## src/rtl/keyshuf_pkg.sv

```systemverilog
package keyshuf_pkg;

  typedef enum logic [1:0] {
    OP_IDLE  = 2'd0,
    OP_CLEAR = 2'd1,
    OP_STEP  = 2'd2
  } op_e;

  // clear outranks a request in the same cycle
  function automatic op_e decode_op(input logic clr, input logic req);
    if (clr)      return OP_CLEAR;
    else if (req) return OP_STEP;
    else          return OP_IDLE;
  endfunction

endpackage

```

## src/rtl/ptr_bank.sv

```systemverilog
module ptr_bank
  import keyshuf_pkg::*;
#(
  parameter int NUM_PTRS = 64,
  parameter int CNT_W    = 8,
  localparam int IDX_W   = $clog2(NUM_PTRS)
) (
  input  logic                      clk,
  input  logic                      rst_n,
  input  op_e                       op,
  input  logic [IDX_W-1:0]          idx,
  output logic [NUM_PTRS*CNT_W-1:0] cnt_flat
);

  logic [NUM_PTRS-1:0] bump_vec;

  function automatic logic [CNT_W-1:0] next_count(input logic [CNT_W-1:0] v);
    return v + CNT_W'(1);
  endfunction

  for (genvar g = 0; g < NUM_PTRS; g++) begin : g_ptr
    logic [CNT_W-1:0] cnt_q;
    assign bump_vec[g] = (op == OP_STEP) && (idx == IDX_W'(g));
    always_ff @(posedge clk) begin
      if (!rst_n || op == OP_CLEAR) cnt_q <= '0;
      else if (bump_vec[g])         cnt_q <= next_count(cnt_q);
    end
    assign cnt_flat[g*CNT_W +: CNT_W] = cnt_q;
  end

  // observation registers for the assertions
  logic             last_step_q, last_clr_q;
  logic [IDX_W-1:0] last_idx_q;
  logic [CNT_W-1:0] last_val_q;
  logic [CNT_W-1:0] observed_now;

  always_ff @(posedge clk) begin
    if (!rst_n) begin
      last_step_q <= 1'b0;
      last_clr_q  <= 1'b0;
      last_idx_q  <= '0;
      last_val_q  <= '0;
    end else begin
      last_step_q <= (op == OP_STEP);
      last_clr_q  <= (op == OP_CLEAR);
      last_idx_q  <= idx;
      last_val_q  <= cnt_flat[idx*CNT_W +: CNT_W];
    end
  end

  assign observed_now = cnt_flat[last_idx_q*CNT_W +: CNT_W];

  p_step_adds_one_r5: assert property (@(posedge clk) disable iff (!rst_n)
    last_step_q |-> observed_now == CNT_W'(last_val_q + CNT_W'(1)));

  p_wrap_to_zero_r6: assert property (@(posedge clk) disable iff (!rst_n)
    (last_step_q && last_val_q == {CNT_W{1'b1}}) |-> observed_now == '0);

  p_clear_all_r7: assert property (@(posedge clk) disable iff (!rst_n)
    last_clr_q |-> cnt_flat == '0);

  p_single_bump_r5: assert property (@(posedge clk) disable iff (!rst_n)
    $onehot0(bump_vec));

endmodule

```

## src/rtl/ctr_select.sv

```systemverilog
module ctr_select #(
  parameter int NUM_PTRS = 64,
  parameter int CNT_W    = 8,
  localparam int IDX_W   = $clog2(NUM_PTRS)
) (
  input  logic [NUM_PTRS*CNT_W-1:0] cnt_flat,
  input  logic [IDX_W-1:0]          idx,
  output logic [CNT_W-1:0]          picked
);

  logic [CNT_W-1:0] lanes [NUM_PTRS];

  for (genvar g = 0; g < NUM_PTRS; g++) begin : g_lane
    assign lanes[g] = cnt_flat[g*CNT_W +: CNT_W];
  end

  assign picked = lanes[idx];

endmodule

```

## src/rtl/addr_pack.sv

```systemverilog
module addr_pack #(
  parameter int BSEL_W = 2,
  parameter int IDX_W  = 6,
  parameter int CNT_W  = 8,
  parameter int ADDR_W = 23,
  localparam int FIELD_W = BSEL_W + IDX_W + CNT_W
) (
  input  logic [BSEL_W-1:0] bsel,
  input  logic [IDX_W-1:0]  idx,
  input  logic [CNT_W-1:0]  count,
  output logic [ADDR_W-1:0] addr
);

  // shift the index and bank fields above the count, then zero-extend
  function automatic logic [ADDR_W-1:0] pack_addr(
    input logic [BSEL_W-1:0] b, input logic [IDX_W-1:0] i, input logic [CNT_W-1:0] c);
    logic [FIELD_W-1:0] f;
    f = (FIELD_W'(b) << (IDX_W + CNT_W)) | (FIELD_W'(i) << CNT_W) | FIELD_W'(c);
    return ADDR_W'(f);
  endfunction

  assign addr = pack_addr(bsel, idx, count);

endmodule

```

## src/rtl/keyshuf_addr_gen.sv

```systemverilog
module keyshuf_addr_gen
  import keyshuf_pkg::*;
#(
  parameter int NUM_PTRS = 64,
  parameter int CNT_W    = 8,
  parameter int KEY_W    = 8,
  parameter int ROWS     = 4096,
  parameter int COLS     = 512,
  parameter int BANKS    = 4,
  localparam int IDX_W   = $clog2(NUM_PTRS),
  localparam int BSEL_W  = KEY_W - IDX_W,
  localparam int ADDR_W  = $clog2(ROWS * COLS * BANKS),
  localparam int FIELD_W = BSEL_W + IDX_W + CNT_W
) (
  input  logic              clk,
  input  logic              rst_n,
  input  logic              clear,
  input  logic              step_req,
  input  logic [KEY_W-1:0]  key_byte,
  output logic [ADDR_W-1:0] addr,
  output logic              addr_valid
);

  op_e               op;
  logic [IDX_W-1:0]  sel_idx;
  logic [BSEL_W-1:0] sel_bank;
  logic [NUM_PTRS*CNT_W-1:0] cnt_flat;
  logic [CNT_W-1:0]  picked;
  logic [ADDR_W-1:0] addr_next;
  logic              accept;

  assign op       = decode_op(clear, step_req);
  assign sel_idx  = key_byte[IDX_W-1:0];
  assign sel_bank = key_byte[KEY_W-1:IDX_W];
  assign accept   = (op == OP_STEP);

  ptr_bank #(.NUM_PTRS(NUM_PTRS), .CNT_W(CNT_W)) u_bank (
    .clk(clk), .rst_n(rst_n), .op(op), .idx(sel_idx), .cnt_flat(cnt_flat));

  ctr_select #(.NUM_PTRS(NUM_PTRS), .CNT_W(CNT_W)) u_sel (
    .cnt_flat(cnt_flat), .idx(sel_idx), .picked(picked));

  addr_pack #(.BSEL_W(BSEL_W), .IDX_W(IDX_W), .CNT_W(CNT_W), .ADDR_W(ADDR_W)) u_pack (
    .bsel(sel_bank), .idx(sel_idx), .count(picked), .addr(addr_next));

  always_ff @(posedge clk) begin
    if (!rst_n) begin
      addr       <= '0;
      addr_valid <= 1'b0;
    end else begin
      addr_valid <= accept;
      if (accept) addr <= addr_next;
    end
  end

  p_valid_after_req_r2: assert property (@(posedge clk) disable iff (!rst_n)
    (step_req && !clear) |=> addr_valid);

  p_no_valid_otherwise_r2: assert property (@(posedge clk) disable iff (!rst_n)
    !(step_req && !clear) |=> !addr_valid);

  p_upper_zero_r4: assert property (@(posedge clk) disable iff (!rst_n)
    addr_valid |-> (addr >> FIELD_W) == '0);

  p_bank_field_r4: assert property (@(posedge clk) disable iff (!rst_n)
    (step_req && !clear) |=> addr[FIELD_W-1 -: BSEL_W] == $past(key_byte[KEY_W-1:IDX_W]));

  p_index_field_r3: assert property (@(posedge clk) disable iff (!rst_n)
    (step_req && !clear) |=> addr[CNT_W +: IDX_W] == $past(key_byte[IDX_W-1:0]));

  p_hold_r8: assert property (@(posedge clk) disable iff (!rst_n)
    !addr_valid |-> $stable(addr));

endmodule

```

## config.mk

```make
export PLATFORM = sky130hd
export DESIGN_NAME = keyshuf_addr_gen
export DESIGN_NICKNAME = d
export VERILOG_FILES = /design/src/rtl/keyshuf_pkg.sv /design/src/rtl/ptr_bank.sv /design/src/rtl/ctr_select.sv /design/src/rtl/addr_pack.sv /design/src/rtl/keyshuf_addr_gen.sv
export SDC_FILE = /design/constraint.sdc
export NUM_CORES = 1
export LEC_CHECK = 0
export ABC_AREA = 1
export BUFFER_PORTS_ARGS = -buffer_cell sky130_fd_sc_hd__buf_4
export CORE_ASPECT_RATIO = 1.5
export CORE_MARGIN = 3
export CORE_UTILIZATION = 35
export CTS_CLUSTER_SIZE = 28
export DETAILED_ROUTE_END_ITERATION = 8
export SLEW_MARGIN = 25
export SYNTH_ARGS = -nofsm -noshare
export SYNTH_HDL_FRONTEND = slang
export SYNTH_HIERARCHICAL = 1
export SYNTH_SLANG_ARGS = --single-unit
```

## constraint.sdc

```tcl
create_clock -name clk -period 1.9 [get_ports clk]
set_input_delay 0.475 -clock clk [delete_from_list [all_inputs] [get_ports clk]]
set_output_delay 0.475 -clock clk [all_outputs]
set_load 0.01 [all_outputs]
```

==> results of run 1 <==
[what timing repair did]
action                                  4_1_cts  5_1_grt
endpoints found under the setup margin        0        5
setup buffers                                 0        0
resized for setup                             0        2
[metal layers]
metal	routed length (um)	GRT usage, %
met5	0	0
met4	8160	15.2
met3	3970	2.27
met2	52700	40.3
met1	41200	23.4
[final timing paths]
check | startpoint | to | cells past startpoint
hold reg to reg | u_bank/g_ptr[60].cnt_q[2] | u_bank/g_ptr[60].cnt_q[2] | 2
setup / recovery | key_byte[1] | addr[7] | 15
hold / removal | key_byte[6] | addr[14] | 5
setup reg to reg | u_bank/g_ptr[23].cnt_q[1] | addr[1] | 12
[power by group]
group | switching (W) | leakage (nW) | total [W] | internal (W)
logic | 0.00138 | 9.38 | 0.00208 | 0.000700
clock network | 0.00495 | 1.03 | 0.0126 | 0.00767
registers | 0.0000338 | 4.32 | 0.0113 | 0.0113
total | 0.00636 | 14.7 | 0.0260 | 0.0196
[cells by family after synthesis]
kind of cell / Yosys count / synth area share (%)
xor+xnor: 69 / 1.90
other cells: 1 / 0.0118
fa+ha+maj: 64 / 2.51
simple gates: 3269 / 41.8
flops: 536 / 33.7
buf+inv: 738 / 10.1
compound gates: 607 / 10.0
[cell type report]
type | instances | area (um^2)
Sequential cell | 536 | 10700
Fill cell | 9511 | 52500
Multi-Input combinational cell | 4016 | 18000
Inverter | 533 | 2020
Clock buffer | 75 | 1600
Clock inverter | 29 | 483
Timing Repair Buffer | 316 | 2920
Tap cell | 1156 | 1450
[flip-flops by register name, summed over array words and instances, names as in the netlist]
name	cells
u_bank/g_ptr.cnt_q	512
addr_valid	1
addr	23
[cells in the final DEF, fill, tap and decap left out, drive strengths merged]
cell type / n
clkinv: 12
bufinv: 13
or2: 1
nor3: 59
o21a: 1
nand3b: 7
nor2: 633
nand3: 678
inv: 535
ha: 64
o21ai: 229
dfxtp: 536
and3: 1
buf: 315
nand4: 10
nand2: 1876
xnor2: 18
o21bai: 59
nor3b: 4
clkbuf: 76
clkinvlp: 2
conb: 7
xor2: 51
a21oi: 318
[worst register-to-register path: cells and delay by family, from the launching register on]
| kind | cells | cell delay (ps) |
|---|---|---|
| buf+inv | 1 | 40 |
| simple gates | 11 | 1150 |
| flops | 1 | 430 |
[stage by stage]
stage	utilization, %	setup TNS, ps
floorplan	-	-211
global placement	39.1	-117530
detailed placement	39.1	-121810
CTS	41.5	0
global route	41.5	0
finish	41.5	0
==> impl_metrics.csv, run 1 <==
group,metric,value,unit
status,outcome,"complete, no violations",
layout,diodes,0,
setup_path,path_max_fanout,48,
placed_design,globalplace.congestion,0.958,
setup_path,cpLargestDelayFamily,"simple AND/OR/NAND/NOR gates",
cts,cts_root_buf,"clkbuf_16",
floorplan,core-area,89700,um^2
timing,setup_viol,0,
pwr,powerDensity,699,nW/um^2
floorplan,fp.dieW,252,um
cts,cts_tree,"built",
layout,area_growth,16.7,%
cts,cts_sinks,536,
grt,grt_pass1_wl,167000,um
floorplan,io_pins,36,
layout,layout.nets,5535,
route,drt-total-wl,106000,um
pwr,vdd_drop_max,639,uV
grt,grt_overflow,0,
pwr,leakage,14.7,nW
floorplan,dieHeight,376,um
logic_synthesis,ys_warn_count,6,
timing,max_freq,550,MHz
pwr,total_power,0.0260,W
setup_path,cp-start-kind,"input port",
setup_path,critical-path-max-stage-delay,240,ps
setup_path,crit_buf_inv,5,
timing,rsz0062_at_grt,"false",
cts,cts_buffer_depth,3,
floorplan,start_util,35.5,%
cts,cts_made_buffers,56,
worst_hold_path,hold_class,"in2reg",
logic_synthesis,synth_top_area_share,33.7,%
run,max_cap_violations,0,
cts,clk_pin_slew,60,ps
placed_design,dp.cells,6557,
setup_path,required,2440,ps
timing,hold_ws,138,ps
layout,layout.cells.non_filler,6661,
cts,htreeDepth,2,
logic_synthesis,syn_inst,5284,
floorplan,rows,134,
timing,timing.final.crit_period,1820,ps
logic_synthesis,netlist_top_cells_count,"nand2_1 (1862), nand3_1 (678), nor2_1 (625), dfxtp_1 (536), inv_1 (528)",
placed_design,portBuffers,35,
grt,grt_use_total,22.0,%
logic_synthesis,synth.largest_area_cell,"dfxtp_1",
logic_synthesis,synth_edf_count,0,
setup_path,crit_path_cell_trace,"buf_4, inv_4, buf_6, buf_16, nand3_1, nand3_1, nand2_1, nand2_1, nand3_1, nand3_1, nand2_1, inv_1, nand3_1, nand2_1, nor2_1",
logic_synthesis,yosysMostFrequentCell,"nand2_1",
logic_synthesis,yosysSeqAreaShare,33.7,%
route,routed_via_density,5.04,
route,drt-initial-drc-count,2105,
timing,finalWorstSetupSlack,81.5,ps
setup_path,cp.arrival,2360,ps
floorplan,die_area,94800,um^2
timing,fin_crit_sh,95.7,%
layout,finalInstanceArea,37200,um^2
placed_design,dpl.hpwl,81000,um
placed_design,placed_area,35100,um^2
logic_synthesis,syn_area_per_cell,6.03,um^2
route,post-route-drc-count,0,
setup_path,crit_path_end_kind,"flop",
logic_synthesis,syn_area,31900,um^2
route,ant_nets,0,
route,dr.pass1.iters,5,
route,vias,33582,
cts,cts_hold_buf,0,
logic_synthesis,ys_async_sr_fraction,0,%
logic_synthesis,ys.flop_type,"dfxtp_1",
timing,hold_violations,0,
setup_path,critPathKind,"in2reg",
setup_path,critPathSlowestCell,"buf_16",
grt,grt_antenna_before_repair,0,
layout,layout-drive-gt1-share,8.52,%
route,wire_per_inst,15.9,um
logic_synthesis,synth_cell_types,32,
timing,finalMaxSlewViolations,0,
cts,clkLatencyLatePin,640,ps
grt,grt_pass1_vias,31895,
placed_design,place_ws,-579,ps
logic_synthesis,synth.area.top_cells,"dfxtp_1 (34%), nand2_1 (22%), nand3_1 (11%), nor2_1 (7.4%), inv_1 (6.2%)",
logic_synthesis,ys_ff_latch,536,
setup_path,critPathMostFrequentCell,"nand3_1",
timing,skew,20.5,ps
setup_path,r2r_slack,240,ps
grt,grt_max_degree,59,
Power figures use the tool's default switching activity.
==> run 2, diff against run 1 <==
CTS_BUF_LIST = sky130_fd_sc_hd__clkbuf_4   (was default)
==> run 2 against run 1 <==
Effect of this change: the flow now finishes with violations (setup timing); routed wire length up 1.3%; combinational power up 3%; die area unchanged; final cell count up 2.6%; clock power down 12%; fmax down 11%; critical path type is now reg2out; largest cell class unchanged.
==> impl_metrics.csv, run 2 (synthesis gave the netlist of run 1 again) <==
group,metric,value,unit
setup_path,r2r-start,"u_bank/g_ptr[37].cnt_q[4]",
setup_path,crit_path_cell_trace,"buf_6",
setup_path,crit_path_end_kind,"output port",
cts,clkLatencyLatePin,1060,ps
cts,clk_pin_slew,70,ps
route,dr.pass1.iters,6,
placed_design,portBuffers,35,
timing,finalMaxSlewViolations,0,
timing,fin_crit_sh,107,%
cts,cts_buffer_depth,3,
route,drt-total-wl,107000,um
setup_path,path_max_fanout,2,
status,violations,"setup timing",
route,routed_via_density,5.01,
grt,grt_antenna_before_repair,2,
grt,grt_overflow,0,
grt,grt_use_total,22.5,%
timing,slew_headroom,43.3,%
route,wire_per_inst,15.7,um
worst_hold_path,min_to,"addr[10]",
setup_path,cp-start-kind,"flop",
worst_hold_path,hold_path_depth,7,
grt,grt_pass1_wl,170000,um
cts,htreeDepth,4,
timing,finalWorstSetupSlack,-132,ps
setup_path,required,1420,ps
cts,cts_sinks,536,
floorplan,rows,134,
placed_design,place_ws,-579,ps
timing,timing.final.crit_period,2030,ps
layout,seq_area,10800,um^2
setup_path,cp.arrival,1560,ps
setup_path,critPathSlowestCell,"dfxtp_4",
timing,hold_violations,0,
layout,largest_register_ffs,512,
worst_hold_path,min_from,"clear",
floorplan,start_util,35.5,%
floorplan,die_area,94800,um^2
timing,tightest_slew,848,ps
pwr,leakage,15.0,nW
setup_path,critPathKind,"reg2out",
timing,skew,53.1,ps
placed_design,placed_area,35100,um^2
timing,max_freq,492,MHz
placed_design,dpl.hpwl,81000,um
pwr,powerDensity,656,nW/um^2
route,drt-initial-drc-count,2007,
layout,top_regs,"u_bank/g_ptr.cnt_q: 512 flops, addr: 23 flops, addr_valid: 1 flops",
pwr,vdd_drop_max,465,uV
timing,finalSetupTns,-2100,ps
setup_path,critical-path-max-stage-delay,400,ps
layout,layout.nets,5646,
setup_path,r2r_slack,200,ps
layout,most-common-layout-cells,"nand2_1 (1856), nand3_1 (678), nor2_1 (620), dfxtp_1 (512), inv_1 (511)",
run,max_cap_violations,0,
setup_path,cpLargestDelayFamily,"flip-flops",
worst_hold_path,hold_class,"in2reg",
layout,multi_input_area,18000,um^2
setup_path,rr_worst_depth,12,
route,vias,34240,
setup_path,regToRegEndpoint,"addr[4]",
cts,cts_root_buf,"clkbuf_4",
floorplan,fp.dieW,252,um
layout,final_common_cell,"nand2_1",
cts,cts_made_buffers,145,
grt,grt_pass1_vias,32842,
floorplan,dieHeight,376,um
status,outcome,"finished with violations",
layout,fill_cells,9584,
layout,area_growth,17.3,%
placed_design,globalplace.congestion,0.958,
cts,cts_tree,"built",
setup_path,crit_buf_inv,1,
placed_design,dp.cells,6557,
layout,finalInstanceArea,37400,um^2
layout,layout.cells.non_filler,6836,
floorplan,core-area,89700,um^2
grt,grt_max_degree,59,
timing,rsz0062_at_grt,"true",
layout,layout-drive-gt1-share,11.1,%
pwr,total_power,0.0245,W
route,post-route-drc-count,0,
floorplan,io_pins,36,
route,ant_nets,0,
timing,setup_viol,24,
layout,largest-register,"u_bank/g_ptr.cnt_q",
==> run 2: worst min-delay path: stages <==
cell	delay (ps)
buf_4	110
buf_4	120
inv_1	50
buf_4	170
nand3_1	100
nand2_1	50
nor2_1	70
==> run 2: area by class of cell <==
type / count / area share (%)
inverters: 533 / 5.40
flip-flops and latches: 536 / 28.8
diodes: 9 / 0.0602
multi-input cells: 4016 / 48.2
well taps: 1156 / 3.87
clock buffers: 213 / 4.28
clock inverters: 35 / 0.797
repair buffers: 338 / 8.59
==> run 2: per-layer routing <==
layer  routed length, um  part of all wire (%)  vias up  GRT usage (%)
met2               53400                    50      873           40.7
met5                   0                     0        -              0
met3                4650                   4.3      379           3.58
met1               41100                    38    15571           23.2
met4                8290                   7.7        0           16.7
li1                    -                     -    17417              -
==> run 2: power by group <==
part           switching (W)  internal [W]
Sequential         0.0000395        0.0113
Clock                0.00516       0.00592
Combinational        0.00139      0.000748
Total                0.00659        0.0179
==> run 2: how the worst max path moves through the flow <==
stage	from	endpoint	cells past startpoint
6_report	addr[0]	addr[0]	1
5_1_grt	addr[12]	addr[12]	1
4_1_cts	addr[0]	addr[0]	1
3_5_place_dp	key_byte[1]	addr[3]	15
3_3_place_gp	key_byte[1]	addr[7]	15
2_1_floorplan	step_req	u_bank/g_ptr[63].cnt_q[4]	11
==> run 2: what timing repair did <==
| item | in CTS | in global routing |
|---|---|---|
| setup buffers | 0 | 1 |
| hold endpoints to repair | 58 | 0 |
| setup endpoints to repair | 24 | 25 |
| hold buffers | 22 | 0 |
| resized for setup | 53 | 1 |
==> run 2: through the flow <==
stage | hold WS, ps | utilization (%)
global placement | 461 | 39.1
detailed placement | 462 | 39.1
global route | 56.8 | 41.7
CTS | 6.22 | 41.7
finish | 114 | 41.7
floorplan | 434 | -
